<file path="config.mk">
export PLATFORM = sky130hd
export DESIGN_NAME = udma_host_burst
export DESIGN_NICKNAME = d
export VERILOG_FILES = /design/src/rtl/udma_pkg.sv /design/src/rtl/udma_crc_acc.sv /design/src/rtl/udma_out_strobe.sv /design/src/rtl/udma_in_capture.sv /design/src/rtl/udma_host_burst.sv
export SDC_FILE = /design/constraint.sdc
export NUM_CORES = 1
export LEC_CHECK = 0
export BUFFER_PORTS_ARGS = -buffer_cell sky130_fd_sc_hd__buf_2
export CORE_ASPECT_RATIO = 2
export CORE_MARGIN = 5
export CORE_UTILIZATION = 30
export DETAILED_ROUTE_END_ITERATION = 8
export GPL_TIMING_DRIVEN = 0
export PLACE_DENSITY_LB_ADDON = 0.3
export SYNTH_ARGS = -nofsm -noshare
export SYNTH_HDL_FRONTEND = slang
export SYNTH_SLANG_ARGS = --single-unit
</file>
<file path="constraint.sdc">
create_clock -name clk -period 4.85 [get_ports clk]
set_input_delay 1.455 -clock clk [delete_from_list [all_inputs] [get_ports clk]]
set_output_delay 1.455 -clock clk [all_outputs]
set_load 0.005 [all_outputs]
</file>
<file path="src/rtl/udma_pkg.sv">
package udma_pkg;

    localparam int DATA_W = 16;

    typedef enum logic [2:0] {
        ST_IDLE,
        ST_WAIT_RQ,
        ST_ACK,
        ST_XFER,
        ST_HSTOP,
        ST_RESTORE,
        ST_CRC,
        ST_RELEASE
    } burst_st_e;

    // One word into the CRC, most significant bit first.
    function automatic logic [DATA_W-1:0] crc_step(
        input logic [DATA_W-1:0] crc_in,
        input logic [DATA_W-1:0] word,
        input logic [DATA_W-1:0] poly
    );
        logic [DATA_W-1:0] c;
        logic              fb;
        c = crc_in;
        for (int b = DATA_W - 1; b >= 0; b--) begin
            fb = c[DATA_W-1] ^ word[b];
            c  = {c[DATA_W-2:0], 1'b0};
            if (fb) c = c ^ poly;
        end
        return c;
    endfunction

endpackage

</file>
<file path="src/rtl/udma_crc_acc.sv">
module udma_crc_acc
    import udma_pkg::*;
#(
    parameter logic [DATA_W-1:0] POLY = 16'h1021,
    parameter logic [DATA_W-1:0] SEED = 16'h4ABA
) (
    input  logic              clk,
    input  logic              rst_n,
    input  logic              clear_i,
    input  logic              en_i,
    input  logic [DATA_W-1:0] word_i,
    output logic [DATA_W-1:0] crc_o
);

    always_ff @(posedge clk or negedge rst_n) begin
        if (!rst_n) begin
            crc_o <= SEED;
        end else if (clear_i) begin
            crc_o <= SEED;
        end else if (en_i) begin
            crc_o <= crc_step(crc_o, word_i, POLY);
        end
    end

endmodule

</file>
<file path="src/rtl/udma_out_strobe.sv">
module udma_out_strobe
    import udma_pkg::*;
#(
    parameter int STROBE_CYC = 4
) (
    input  logic              clk,
    input  logic              rst_n,
    input  logic              begin_i,
    input  logic              run_i,
    input  logic              restore_i,
    input  logic              ddmardy_n_i,
    input  logic [DATA_W-1:0] tx_data_i,
    input  logic              tx_valid_i,
    output logic              tx_ready_o,
    output logic [DATA_W-1:0] word_o,
    output logic              hstrobe_o,
    output logic              fire_o
);

    localparam int CNT_W = $clog2(STROBE_CYC + 1) + 1;
    localparam logic [CNT_W-1:0] RELOAD = CNT_W'(STROBE_CYC - 1);

    logic [CNT_W-1:0] cnt_q;
    logic             loaded_q;
    logic             rdy_n_q;

    assign tx_ready_o = run_i && !loaded_q && tx_valid_i;
    assign fire_o     = run_i && loaded_q && (cnt_q == '0) && !rdy_n_q;

    always_ff @(posedge clk or negedge rst_n) begin
        if (!rst_n) begin
            cnt_q     <= '0;
            loaded_q  <= 1'b0;
            rdy_n_q   <= 1'b1;
            hstrobe_o <= 1'b1;
            word_o    <= '0;
        end else begin
            rdy_n_q <= ddmardy_n_i;
            if (begin_i) begin
                hstrobe_o <= 1'b1;
                loaded_q  <= 1'b0;
                cnt_q     <= RELOAD;
            end else begin
                if (cnt_q != '0) cnt_q <= cnt_q - 1'b1;
                if (fire_o) begin
                    hstrobe_o <= ~hstrobe_o;
                    loaded_q  <= 1'b0;
                    cnt_q     <= RELOAD;
                end else if (restore_i && !hstrobe_o) begin
                    hstrobe_o <= 1'b1;
                end
                if (tx_ready_o) begin
                    loaded_q <= 1'b1;
                    word_o   <= tx_data_i;
                end
            end
        end
    end

endmodule

</file>
<file path="src/rtl/udma_in_capture.sv">
module udma_in_capture
    import udma_pkg::*;
(
    input  logic              clk,
    input  logic              rst_n,
    input  logic              arm_i,
    input  logic              dstrobe_i,
    input  logic [DATA_W-1:0] dd_i,
    output logic [DATA_W-1:0] word_o,
    output logic              valid_o
);

    logic ds_q;
    logic toggled;

    assign toggled = dstrobe_i != ds_q;

    always_ff @(posedge clk or negedge rst_n) begin
        if (!rst_n) begin
            ds_q    <= 1'b1;
            valid_o <= 1'b0;
            word_o  <= '0;
        end else begin
            ds_q    <= dstrobe_i;
            valid_o <= arm_i && toggled;
            if (arm_i && toggled) word_o <= dd_i;
        end
    end

endmodule

</file>
<file path="src/rtl/udma_host_burst.sv">
module udma_host_burst
    import udma_pkg::*;
#(
    parameter int                STROBE_CYC = 4,
    parameter int                RX_SLACK   = 2,
    parameter int                RX_FREE_W  = 6,
    parameter logic [DATA_W-1:0] CRC_POLY   = 16'h1021,
    parameter logic [DATA_W-1:0] CRC_SEED   = 16'h4ABA
) (
    input  logic                 clk,
    input  logic                 rst_n,
    input  logic                 start_i,
    input  logic                 dir_out_i,
    input  logic                 stop_req_i,
    input  logic [DATA_W-1:0]    tx_data_i,
    input  logic                 tx_valid_i,
    output logic                 tx_ready_o,
    output logic [DATA_W-1:0]    rx_data_o,
    output logic                 rx_valid_o,
    input  logic [RX_FREE_W-1:0] rx_free_i,
    input  logic                 dmarq_i,
    output logic                 dmack_n_o,
    output logic                 diow_stop_o,
    output logic                 dior_o,
    input  logic                 iordy_i,
    input  logic [DATA_W-1:0]    dd_i,
    output logic [DATA_W-1:0]    dd_o,
    output logic                 dd_oe_o
);

    localparam logic [RX_FREE_W-1:0] SLACK_LIM = RX_FREE_W'(RX_SLACK);

    burst_st_e         state_q, state_d;
    logic              dir_out_q;
    logic              rdy_n_q;
    logic [DATA_W-1:0] out_word, in_word, crc_val, crc_word;
    logic              hstrobe, out_fire, in_valid;
    logic              out_begin, out_run, out_restore, in_arm;

    // State register and registered side information
    always_ff @(posedge clk or negedge rst_n) begin
        if (!rst_n) begin
            state_q   <= ST_IDLE;
            dir_out_q <= 1'b0;
            rdy_n_q   <= 1'b1;
        end else begin
            state_q <= state_d;
            if (state_q == ST_IDLE && start_i) dir_out_q <= dir_out_i;
            rdy_n_q <= (rx_free_i <= SLACK_LIM);
        end
    end

    // Next-state logic
    always_comb begin
        state_d = state_q;
        unique case (state_q)
            ST_IDLE:    if (start_i) state_d = ST_WAIT_RQ;
            ST_WAIT_RQ: if (dmarq_i) state_d = ST_ACK;
            ST_ACK:     state_d = ST_XFER;
            ST_XFER: begin
                if (!dmarq_i)        state_d = ST_RESTORE;
                else if (stop_req_i) state_d = ST_HSTOP;
            end
            ST_HSTOP:   if (!dmarq_i) state_d = ST_RESTORE;
            ST_RESTORE: state_d = ST_CRC;
            ST_CRC:     state_d = ST_RELEASE;
            ST_RELEASE: state_d = ST_IDLE;
            default:    state_d = ST_IDLE;
        endcase
    end

    // Bus line outputs
    always_comb begin
        dmack_n_o   = 1'b1;
        diow_stop_o = 1'b1;
        dior_o      = 1'b1;
        dd_oe_o     = 1'b0;
        dd_o        = out_word;
        unique case (state_q)
            ST_IDLE, ST_WAIT_RQ: begin
            end
            ST_ACK: begin
                dmack_n_o   = 1'b0;
                diow_stop_o = 1'b0;
                dior_o      = dir_out_q ? hstrobe : 1'b1;
                dd_oe_o     = dir_out_q;
            end
            ST_XFER: begin
                dmack_n_o   = 1'b0;
                diow_stop_o = 1'b0;
                dior_o      = dir_out_q ? hstrobe : rdy_n_q;
                dd_oe_o     = dir_out_q;
            end
            ST_HSTOP, ST_RESTORE: begin
                dmack_n_o = 1'b0;
                dior_o    = dir_out_q ? hstrobe : 1'b1;
                dd_oe_o   = dir_out_q;
            end
            ST_CRC: begin
                dmack_n_o = 1'b0;
                dior_o    = dir_out_q ? hstrobe : 1'b1;
                dd_oe_o   = 1'b1;
                dd_o      = crc_val;
            end
            ST_RELEASE: begin
                dd_oe_o = 1'b1;
                dd_o    = crc_val;
            end
            default: begin
            end
        endcase
    end

    assign out_begin   = state_q == ST_ACK;
    assign out_run     = (state_q == ST_XFER) && dir_out_q;
    assign out_restore = state_q == ST_RESTORE;
    assign in_arm      = !dir_out_q && (state_q == ST_XFER || state_q == ST_HSTOP);
    assign crc_word    = dir_out_q ? out_word : in_word;

    udma_out_strobe #(.STROBE_CYC(STROBE_CYC)) u_out (
        .clk        (clk),
        .rst_n      (rst_n),
        .begin_i    (out_begin),
        .run_i      (out_run),
        .restore_i  (out_restore),
        .ddmardy_n_i(iordy_i),
        .tx_data_i  (tx_data_i),
        .tx_valid_i (tx_valid_i),
        .tx_ready_o (tx_ready_o),
        .word_o     (out_word),
        .hstrobe_o  (hstrobe),
        .fire_o     (out_fire)
    );

    udma_in_capture u_in (
        .clk      (clk),
        .rst_n    (rst_n),
        .arm_i    (in_arm),
        .dstrobe_i(iordy_i),
        .dd_i     (dd_i),
        .word_o   (in_word),
        .valid_o  (in_valid)
    );

    udma_crc_acc #(.POLY(CRC_POLY), .SEED(CRC_SEED)) u_crc (
        .clk    (clk),
        .rst_n  (rst_n),
        .clear_i(out_begin),
        .en_i   (out_fire | in_valid),
        .word_i (crc_word),
        .crc_o  (crc_val)
    );

    assign rx_data_o  = in_word;
    assign rx_valid_o = in_valid;

endmodule

</file>
* Word-level counts from Yosys, hierarchy flattened
Index checks and enable logic that the tools add are counted.
** Storage, ports and cells
- Output and inout port bits :: 38
- Input bits :: 46
- Register bits :: 61
- Word-level logic and storage cells :: 160
** Cells by class
- Eq/ne operators :: 12
- Reductions and logical operators :: 29
- Muxes and demuxes :: 71
- $lt $le $gt $ge :: 1
- $add $sub $neg :: 1
- Bitwise operators :: 35
** Operators with widths (number)
- $mux W16 :: 34
- $mux W13 :: 16
- $not A3 Y3 :: 16
- $pmux W3 S8 :: 1
- $xor A1 B1 Y1 :: 16
- $mux W3 :: 5
- $eq A3 B3 Y1 const B :: 4
- $mux W4 :: 3
- $logic_and A1 B1 Y1 :: 10
- $mux W1 :: 10
- $reduce_bool A3 Y1 :: 3
- $reduce_or A4 Y1 :: 2
- $eq A3 B2 Y1 const B :: 2
- $le A6 B2 Y1 const B :: 1
- $ne A2 B2 Y1 const B :: 3
- $reduce_or A5 Y1 :: 1
- $logic_not A1 Y1 :: 4
- $logic_not A4 Y1 :: 1
- $pmux W1 S2 :: 2
- $reduce_and A4 Y1 :: 1
- $reduce_bool A4 Y1 :: 1
- $reduce_or A2 Y1 :: 2
- $sub A4 B1 Y4 const B :: 1
- $eq A3 B1 Y1 const B :: 1
- other kinds (8) :: 9

* Logic depth before layout (Yosys ltp)
Gate-level depths: netlist of the first run.
- Word-level depth :: 68
- Mapped depth :: 9
- Mapped depth without buffers :: 8

* Modules after synthesis
From an unflattened synthesis of the first run, not the netlist that was laid out.
** Unflattened totals
- Cells, all modules :: 305
- Area, all modules :: 3684.8 um^2
** Modules (own cells, without submodules)
- udma_crc_acc :: instances 1, cells each 113, sequential area each 410.4 um^2, area an instance 1201.2 um^2
- udma_out_strobe :: instances 1, cells each 66, sequential area each 578.1 um^2, area an instance 964.7 um^2
- udma_host_burst :: instances 1, cells each 88, sequential area each 126.4 um^2, area an instance 823.3 um^2
- udma_in_capture :: instances 1, cells each 38, sequential area each 451.7 um^2, area an instance 695.7 um^2

* Worst setup path before layout of the first run
No wires, ideal clock.
- Kind :: in2out
- From :: input tx_valid_i
- To :: output tx_ready_o
- Stages :: 3
- Path slack :: 1164 ps
- Required time :: 3395 ps
- Data arrival time :: 2231 ps
- Path buffers :: 1
- Cell sequence :: nand4b_1 nor2_1 buf_2
** Between the ends
- Cells in the longest elaborated chain, start to end :: 1
** RTL lines
- start, declared :: RTL line udma_host_burst.sv:16 : input logic tx_valid_i,
- $logic_and A1 B1 Y1 :: RTL line udma_out_strobe.sv:27 : assign tx_ready_o = run_i && !loaded_q && tx_valid_i;
- end, declared :: RTL line udma_host_burst.sv:17 : output logic tx_ready_o,
Every way passes these cells.

* Worst setup path in the final report of the first run
Ends and elaborated chain as after synthesis.

==> flow_summary_export.csv, run 1 <==
group,metric,value,unit
status,status,"complete, no violations",
clocking,numCtsBuffers,9,
min_path,hp-start,"u_out.loaded_q$_DFFE_PN0P_",
clocking,cts_root_buf,"clkbuf_16",
global_route,grt_pass1_vias,2668,
placement,hpwl,6680,um
layout,n_fill_cell,1103,
synth,synth.net_count,333,
critical_path,cp-end-kind,"output port",
clocking,cts_sinks,61,
synth,syn_area_per_cell,11.8,um^2
clocking,clkTransAtPathRegs,0.05,ns
critical_path,timing.rr.start,"dir_out_q$_DFFE_PN0P_",
synth,synth_top_area_share,37.0,%
die,die_w,85.1,um
die,io_pins,84,
global_route,grt_pass1_wl,14000,um
min_path,hold_depth,1,
clocking,ctsHoldBuffers,0,
synth,synth_top_area_cell,"dfrtp_1",
drt,routed_wl,8730,um
drt,drt_iter0_drc,88,
clocking,cts_tree,"yes",
layout,multi_input_area,1750,um^2
sta,finalCritPeriodShare,90.7,%
critical_path,critical_path_class,"primary input to output port",
synth,yosysUniqueCellTypes,38,
global_route,antenna_found_initial,0,
synth,ys_ff_latch,61,
run,max-cap-violations,0,
synth,seq_area_frac_synth,45.5,%
critical_path,rr_worst_depth,7,
drt,vias_per_cell,4.63,
layout,ff_latch_area,1540,um^2
critical_path,cp_data_arrival_time,2.94,ns
layout,drive_gt1_share,45.5,%
die,core,11200,um^2
clocking,ctsLongestPathBuffers,2,
sta,max_freq,0.227,GHz
drt,drc_errors,0,
die,design.die.area,13600,um^2
drt,first_pass_iters,4,
sta,grt_setup_unrepaired,"no",
sta,slew_headroom,37.7,%
clocking,cts_htree_levels,3,
die,initial_core_util,30.2,%
synth,yosys_warnings,0,
global_route,grt_max_degree,62,
drt,via_count,2438,
min_path,hp-class,"flip-flop to flip-flop",
drt,route.detailed.wl_per_inst,16.6,um
global_route,grt_overflow,0,
sta,finalSetupTns,0,ns
sta,setup_viol,0,
clocking,cts_setup_buffers,0,
layout,synthToLayoutAreaGrowth,26.4,%
global_route,grt_use_total,13.4,%
clocking,clock_latency,0.33,ns
synth,synth_area_leaders,"dfrtp_1, mux2_2, dfstp_2",
synth,syn_inst,286,
critical_path,worstSetupStartpointType,"primary input",
sta,min_period,4.40,ns
sta,worst_pin_slew,0.931,ns
clocking,post_cts_resized,0,
critical_path,reg2reg_to,"u_out.word_o[10]$_DFFE_PN0P_",
critical_path,required,3.39,ns
die,dieHeight,160,um
sta,slew_viol_final,0,
placement,portBuffers,83,
sta,final.setup_skew,0.00698,ns
layout,insertedDiodeCount,0,
critical_path,rrSetupSlack,2.18,ns
layout,fin_nets,427,
synth,syn_area,3380,um^2
sta,finalHoldViolCount,0,
drt,ant_nets,0,
critical_path,path_max_fanout,10,
placement,gp_congestion,0.822,
die,std_cell_rows,55,
min_path,hold_path_end,"u_out.loaded_q$_DFFE_PN0P_",
-- routing by layer --
layer  global-route usage (%)  vias up  part of all wire (%)
li1                         -     1171                     -
met1                     13.4     1189                    36
met2                     25.5       66                    57
met3                     2.79       12                   4.8
met4                     6.20        0                   2.2
met5                        0        -                     0
-- cell usage in the layout (no fill, tap or decap), drive strengths merged, types with 14 or more instances in the layout --
cell / instances
xnor2: 36
dfrtp: 50
buf: 90
nand2: 19
clkbuf: 21
mux2: 49
mux2i: 17
nor2: 18
a21oi: 15
o21ai: 14
-- registers in the layout, summed over array words and instances, names as in the netlist --
signal	flops
u_in.valid_o	1
u_in.ds_q	1
rdy_n_q	1
u_crc.crc_o	16
u_out.cnt_q	4
dir_out_q	1
u_out.hstrobe_o	1
u_out.loaded_q	1
u_out.word_o	16
state_q	3
u_in.word_o	16
-- how the worst max path moves through the flow --
stage / from / end / slack (ns)
2_1_floorplan: tx_valid_i / tx_ready_o / 1.16
3_3_place_gp: tx_valid_i / tx_ready_o / 0.39
3_5_place_dp: tx_valid_i / tx_ready_o / 0.38
4_1_cts: tx_valid_i / tx_ready_o / 0.38
5_1_grt: tx_valid_i / tx_ready_o / 0.30
6_report: tx_valid_i / tx_ready_o / 0.45
-- cell usage after synthesis, drive strengths merged --
| library cell | instances |
|---|---|
| a21boi | 1 |
| a21o | 3 |
| a21oi | 15 |
| a22o | 1 |
| buf | 7 |
| clkbuf | 6 |
| dfrtp | 50 |
| dfstp | 11 |
| ha | 1 |
| inv | 3 |
| maj3 | 1 |
| mux2 | 49 |
| mux2i | 17 |
| nand2 | 19 |
| nand2b | 3 |
| nand3 | 1 |
| nand3b | 1 |
| nand4b | 1 |
| nor2 | 18 |
| nor2b | 2 |
| nor3 | 5 |
| nor4 | 1 |
| o21ai | 14 |
| o22a | 1 |
| o22ai | 1 |
| or3 | 2 |
| or3b | 1 |
| or4 | 1 |
| xnor2 | 36 |
| xnor3 | 4 |
| xor2 | 10 |
-- worst max-delay path, cell delays in order --
cell,delay (ns)
buf_2,0.09
nand4b_1,0.08
nor2_1,0.72
buf_2,0.42
buf_2,0.17
-- kinds of logic after synthesis --
group / after synthesis / synth area share, %
mux: 66 / 21.3
flops: 61 / 45.5
simple gates: 55 / 7.58
xor+xnor: 50 / 16.2
compound gates: 36 / 5.99
buf+inv: 16 / 2.66
fa+ha+maj: 2 / 0.666
-- metrics by stage --
stage               worst slack [ns]  utilization [%]  instance area [um^2]  std cells  hold WS [ns]
floorplan                       1.16                -                  3380        286         0.463
global placement               0.393             35.4                  3980        511         0.481
detailed placement             0.382             35.5                  3980        511         0.486
CTS                            0.381             38.1                  4280        527         0.494
global route                   0.301             38.1                  4280        527         0.532
finish                         0.453             38.1                  4280        527         0.491
-- area by class of cell --
class,count,share of cell area (%)
Buffer,13,1.84
Clock buffer,15,6.26
Clock inverter,1,0.702
Inverter,3,0.263
Multi-Input combinational cell,209,41.0
Sequential cell,61,36.0
Tap cell,142,4.15
Timing Repair Buffer,83,9.77
Power of run 1 is left out: the tool's default activity adds up to more than one toggle a clock period on the data nets, which glitch-free logic cannot reach.
==> run 2: changes to the inputs <==
--- a/config.mk
+++ b/config.mk
@@ -14,2 +14,3 @@
 export PLACE_DENSITY_LB_ADDON = 0.3
+export SLEW_MARGIN = 20
 export SYNTH_ARGS = -nofsm -noshare
==> constraint.sdc (replaced) <==
create_clock -name clk -period 4.85 [get_ports clk]
set_input_delay 0.485 -clock clk [delete_from_list [all_inputs] [get_ports clk]]
set_output_delay 0.485 -clock clk [all_outputs]
set_load 0.005 [all_outputs]
==> run 2 against run 1 <==
Net effect: flip-flop and latch count stayed put; via count is 2.9% higher; clock skew is 0.0017 ns lower; critical endpoint unchanged; wire length is 0.61% lower; sequential share of layout area is 0.16 points lower; die area stayed put; worst setup slack better by 1.2 ns; non-clock buffer count is 2 higher; maximum frequency is 37% higher; register-to-register slack worse by 0.05 ns.
==> flow_summary_export.csv, run 2 (synthesized netlist as in run 1, its figures left out) <==
group,metric,value,unit
sta,setup_viol,0,
placement,hpwl,6730,um
critical_path,worstSetupStartpointType,"flip-flop",
sta,slew_viol_final,0,
min_path,hp-class,"primary input to flip-flop",
clocking,cts_sinks,61,
sta,min_period,3.22,ns
layout,n_fill_cell,1097,
die,std_cell_rows,55,
clocking,ctsLongestPathBuffers,2,
layout,synthToLayoutAreaGrowth,27.0,%
layout,insertedDiodeCount,0,
critical_path,cp_data_arrival_time,2.73,ns
drt,route.detailed.wl_per_inst,16.4,um
die,design.die.area,13600,um^2
die,io_pins,84,
layout,final_common_cell,"buf_2",
die,core,11200,um^2
layout,fin_nets,429,
run,max-cap-violations,0,
critical_path,setup.worst_path.start,"dir_out_q$_DFFE_PN0P_",
sta,finalSetupTns,0,ns
global_route,antenna_found_initial,0,
sta,slew_headroom,34.3,%
sta,finalCritPeriodShare,66.4,%
min_path,hp-start,"iordy_i",
layout,final_cell_mix,"buf_2, dfrtp_1, mux2_2, xnor2_1, nand2_1",
sta,finalHoldViolCount,0,
drt,drt_iter0_drc,68,
clocking,cts_htree_levels,3,
drt,routed_wl,8680,um
clocking,numCtsBuffers,9,
critical_path,timing.rr.start,"dir_out_q$_DFFE_PN0P_",
sta,final.setup_skew,0.00526,ns
drt,vias_per_cell,4.74,
critical_path,required,4.37,ns
die,dieHeight,160,um
global_route,grt_overflow,0,
clocking,clkTransAtPathRegs,0.05,ns
global_route,grt_max_degree,53,
clocking,clock_latency,0.32,ns
drt,ant_nets,0,
layout,reg_top3,"u_crc.crc_o (16), u_in.word_o (16), u_out.word_o (16)",
drt,drc_errors,0,
sta,grt_setup_unrepaired,"no",
drt,via_count,2509,
placement,gp_congestion,0.822,
global_route,grt_pass1_vias,2700,
status,status,"complete, no violations",
die,die_w,85.1,um
critical_path,critical_path_class,"flip-flop to output port",
clocking,cts_tree,"yes",
critical_path,path_max_fanout,10,
placement,portBuffers,83,
sta,worst_pin_slew,0.982,ns
layout,drive_gt1_share,46.3,%
drt,first_pass_iters,4,
sta,max_freq,0.311,GHz
critical_path,rrSetupSlack,2.13,ns
clocking,cts_root_buf,"clkbuf_16",
critical_path,cp-end-kind,"output port",
die,initial_core_util,30.2,%
global_route,grt_pass1_wl,14100,um
global_route,grt_use_total,13.4,%
==> run 2: stage by stage <==
stage          hold slack (ns)  setup slack (ns)  util [%]  std cells  area, um^2
2_1_floorplan            0.189              2.59         -        286        3380
6_report                 0.274              1.63      38.3        529        4300
4_1_cts                  0.260              1.59      38.3        529        4300
3_3_place_gp             0.481              1.94      35.4        511        3980
5_1_grt                  0.262              1.50      38.3        529        4300
3_5_place_dp             0.338              1.95      35.7        512        4010
==> run 2: area by class of cell <==
type	instances	area (um^2)	area share, %
plain buffers	13	78.8	1.84
clock buffers	12	256	5.97
clock inverters	4	22.5	0.524
inverters	3	11.3	0.262
multi-input cells	209	1750	40.8
flip-flops and latches	61	1540	35.9
well taps	142	178	4.14
repair buffers	85	455	10.6
==> run 2: critical path, cell delays in order (launching register included) <==
cell      delay (ns)
dfrtp_1         0.34
buf_6           0.13
buf_12          0.15
buf_2           0.28
nand4b_1        0.13
nor2_1          0.75
buf_2           0.42
buf_2           0.17
==> run 2: timing repair <==
item | CTS | global route
hold buffers | 1 | 0
buffers inserted | 0 | 0
resized for setup | 0 | 0
hold endpoints to repair | 9 | 0
==> run 2: per-layer routing <==
layer | part of all wire, % | routed length, um | GRT usage [%]
met1 | 35 | 3070 | 13.8
met4 | 2.0 | 172 | 6.05
met3 | 4.3 | 376 | 2.53
met5 | 0 | 0 | 0
met2 | 58 | 5060 | 25.2
==> run 2: final timing paths <==
path	end	depth (start not counted)
worst max register to register	u_out.word_o[15]$_DFFE_PN0P_	7
worst min register to register	u_out.loaded_q$_DFFE_PN0P_	1
max in group asynchronous	u_in.ds_q$_DFF_PN1_	3
min in group asynchronous	u_in.word_o[7]$_DFFE_PN0P_	2
worst max-delay path	tx_ready_o	7
worst min-delay path	u_in.ds_q$_DFF_PN1_	1
Power of run 2 is left out for the same reason.
==> run 3: changes to the inputs <==
- clock period: 4.85 -> 2.88 ns (I/O delays scaled with it)
==> run 3 against run 2 <==
Net effect: flip-flop and latch count is the same; first-iteration DRC count is 2.9% higher; critical path depth did not move; worst setup slack worse by 1.5 ns; hold slack worse by 0.20 ns; sequential share of layout area is essentially flat; die area is the same.
==> flow_summary_export.csv, run 3 (synthesized netlist as in run 1, its figures left out) <==
group,metric,value,unit
clocking,clock_latency,0.33,ns
layout,final_cell_mix,"buf_2, dfrtp_1, mux2_2, xnor2_1, nand2_1",
min_path,hp-start,"iordy_i",
global_route,grt_use_total,13.4,%
sta,final.setup_skew,0.00526,ns
clocking,cts_htree_levels,3,
sta,slew_headroom,47.0,%
die,design.die.area,13600,um^2
layout,reg_top3,"u_crc.crc_o (16), u_in.word_o (16), u_out.word_o (16)",
drt,vias_per_cell,4.68,
clocking,clkTransAtPathRegs,0.05,ns
sta,worst_pin_slew,0.790,ns
sta,grt_setup_unrepaired,"no",
sta,setup_viol,0,
critical_path,cp-end-kind,"output port",
critical_path,cp_slowest_stage_delay,0.48,ns
global_route,grt_max_degree,53,
critical_path,required,2.59,ns
run,max-cap-violations,0,
clocking,numCtsBuffers,9,
sta,min_period,2.73,ns
drt,route.detailed.wl_per_inst,16.4,um
layout,synthToLayoutAreaGrowth,27.0,%
critical_path,crit_chain,"buf_6, buf_12, buf_2, nand4b_1, nor2_2, buf_2, buf_2",
clocking,cts_tree,"yes",
critical_path,cp.depth,7,
drt,via_count,2478,
critical_path,critPathBufInv,5,
global_route,grt_overflow,0,
sta,timing.hold.ws,0.0770,ns
critical_path,rr_worst_depth,7,
sta,finalSetupTns,0,ns
critical_path,cp_top_family,"buffers and inverters",
critical_path,path_max_fanout,10,
drt,drt_iter0_drc,70,
placement,place_area,4010,um^2
drt,drc_errors,0,
drt,ant_nets,0,
sta,finalHoldViolCount,0,
global_route,grt_pass1_vias,2700,
die,die_w,85.1,um
critical_path,worstSetupStartpointType,"flip-flop",
clocking,ctsLongestPathBuffers,2,
drt,routed_wl,8660,um
critical_path,crit_slowest_cell,"nor2_2",
placement,place_ws,0.145,ns
critical_path,timing.rr.start,"u_out.cnt_q[0]$_DFFE_PN0P_",
layout,drive_gt1_share,46.5,%
clocking,cts_root_buf,"clkbuf_16",
sta,max_freq,0.367,GHz
status,status,"complete, no violations",
layout,postLayoutCellArea,4300,um^2
sta,fin_ws,0.153,ns
global_route,grt_pass1_wl,14100,um
critical_path,reg2reg_to,"u_crc.crc_o[2]$_DFFE_PN0P_",
min_path,hold_path_end,"u_in.ds_q$_DFF_PN1_",
layout,final_common_cell,"buf_2",
die,io_pins,84,
layout,fin_nets,429,
clocking,cts_sinks,61,
die,dieHeight,160,um
critical_path,rrSetupSlack,0.28,ns
drt,first_pass_iters,4,
critical_path,cp_data_arrival_time,2.44,ns
layout,n_fill_cell,1100,
die,initial_core_util,30.2,%
die,std_cell_rows,55,
placement,gp_congestion,0.822,
sta,slew_viol_final,0,
min_path,hold_depth,1,
sta,finalCritPeriodShare,94.7,%
critical_path,path_common_cell,"buf_2",
placement,hpwl,6730,um
global_route,antenna_found_initial,0,
die,core,11200,um^2
layout,insertedDiodeCount,0,
min_path,hp-class,"primary input to flip-flop",
placement,portBuffers,83,
critical_path,critical_path_class,"flip-flop to output port",
-- run 3: through the flow --
step / utilization [%] / cells
4_1_cts: 38.3 / 529
6_report: 38.3 / 529
3_3_place_gp: 35.4 / 511
3_5_place_dp: 35.7 / 512
5_1_grt: 38.3 / 529
2_1_floorplan: - / 286
-- run 3: worst max path at each step --
stage / to / slack (ns) / startpoint
after CTS: tx_ready_o / 0.09 / dir_out_q$_DFFE_PN0P_
final: tx_ready_o / 0.15 / dir_out_q$_DFFE_PN0P_
after detailed placement: u_out.word_o[13]$_DFFE_PN0P_ / 0.15 / dir_out_q$_DFFE_PN0P_
after global placement: u_out.word_o[14]$_DFFE_PN0P_ / 0.14 / dir_out_q$_DFFE_PN0P_
after global routing: tx_ready_o / 0.02 / dir_out_q$_DFFE_PN0P_
after floorplan: u_crc.crc_o[2]$_DFFE_PN0P_ / 0.62 / u_out.cnt_q[0]$_DFFE_PN0P_
-- run 3: cell type report --
type / instances / area (um^2) / share of cell area [%]
buffer: 13 / 78.8 / 1.83
sequential: 61 / 1540 / 35.8
timing repair buffer: 85 / 455 / 10.6
clock inverter: 4 / 22.5 / 0.524
multi-input combinational: 209 / 1760 / 40.8
inverter: 3 / 11.3 / 0.262
clock buffer: 12 / 256 / 5.97
tap: 142 / 178 / 4.13
-- run 3: metal layers --
layer  vias to the layer above  track usage (%)  part of all wire [%]
met4                         0             6.05                   2.0
met3                        14             2.53                   4.2
met1                      1223             13.8                    36
li1                       1173                -                     -
met5                         -                0                     0
met2                        68             25.2                    58
-- run 3: worst reg2reg max path: cells and delay by family, from the launching register on --
kind,cells,cell delay [ns]
fa+ha+maj,1,0.19
flops,1,0.40
simple gates,3,1.18
compound gates,2,0.65
buf+inv,1,0.07
-- run 3: repair_timing --
| item | 4_1_cts | 5_1_grt |
|---|---|---|
| setup buffers | 0 | 0 |
| endpoints found under the hold margin | 9 | 0 |
| gates resized for setup | 1 | 0 |
| endpoints found under the setup margin | 1 | 0 |
| hold buffers | 1 | 0 |
Power of run 3 is left out for the same reason.
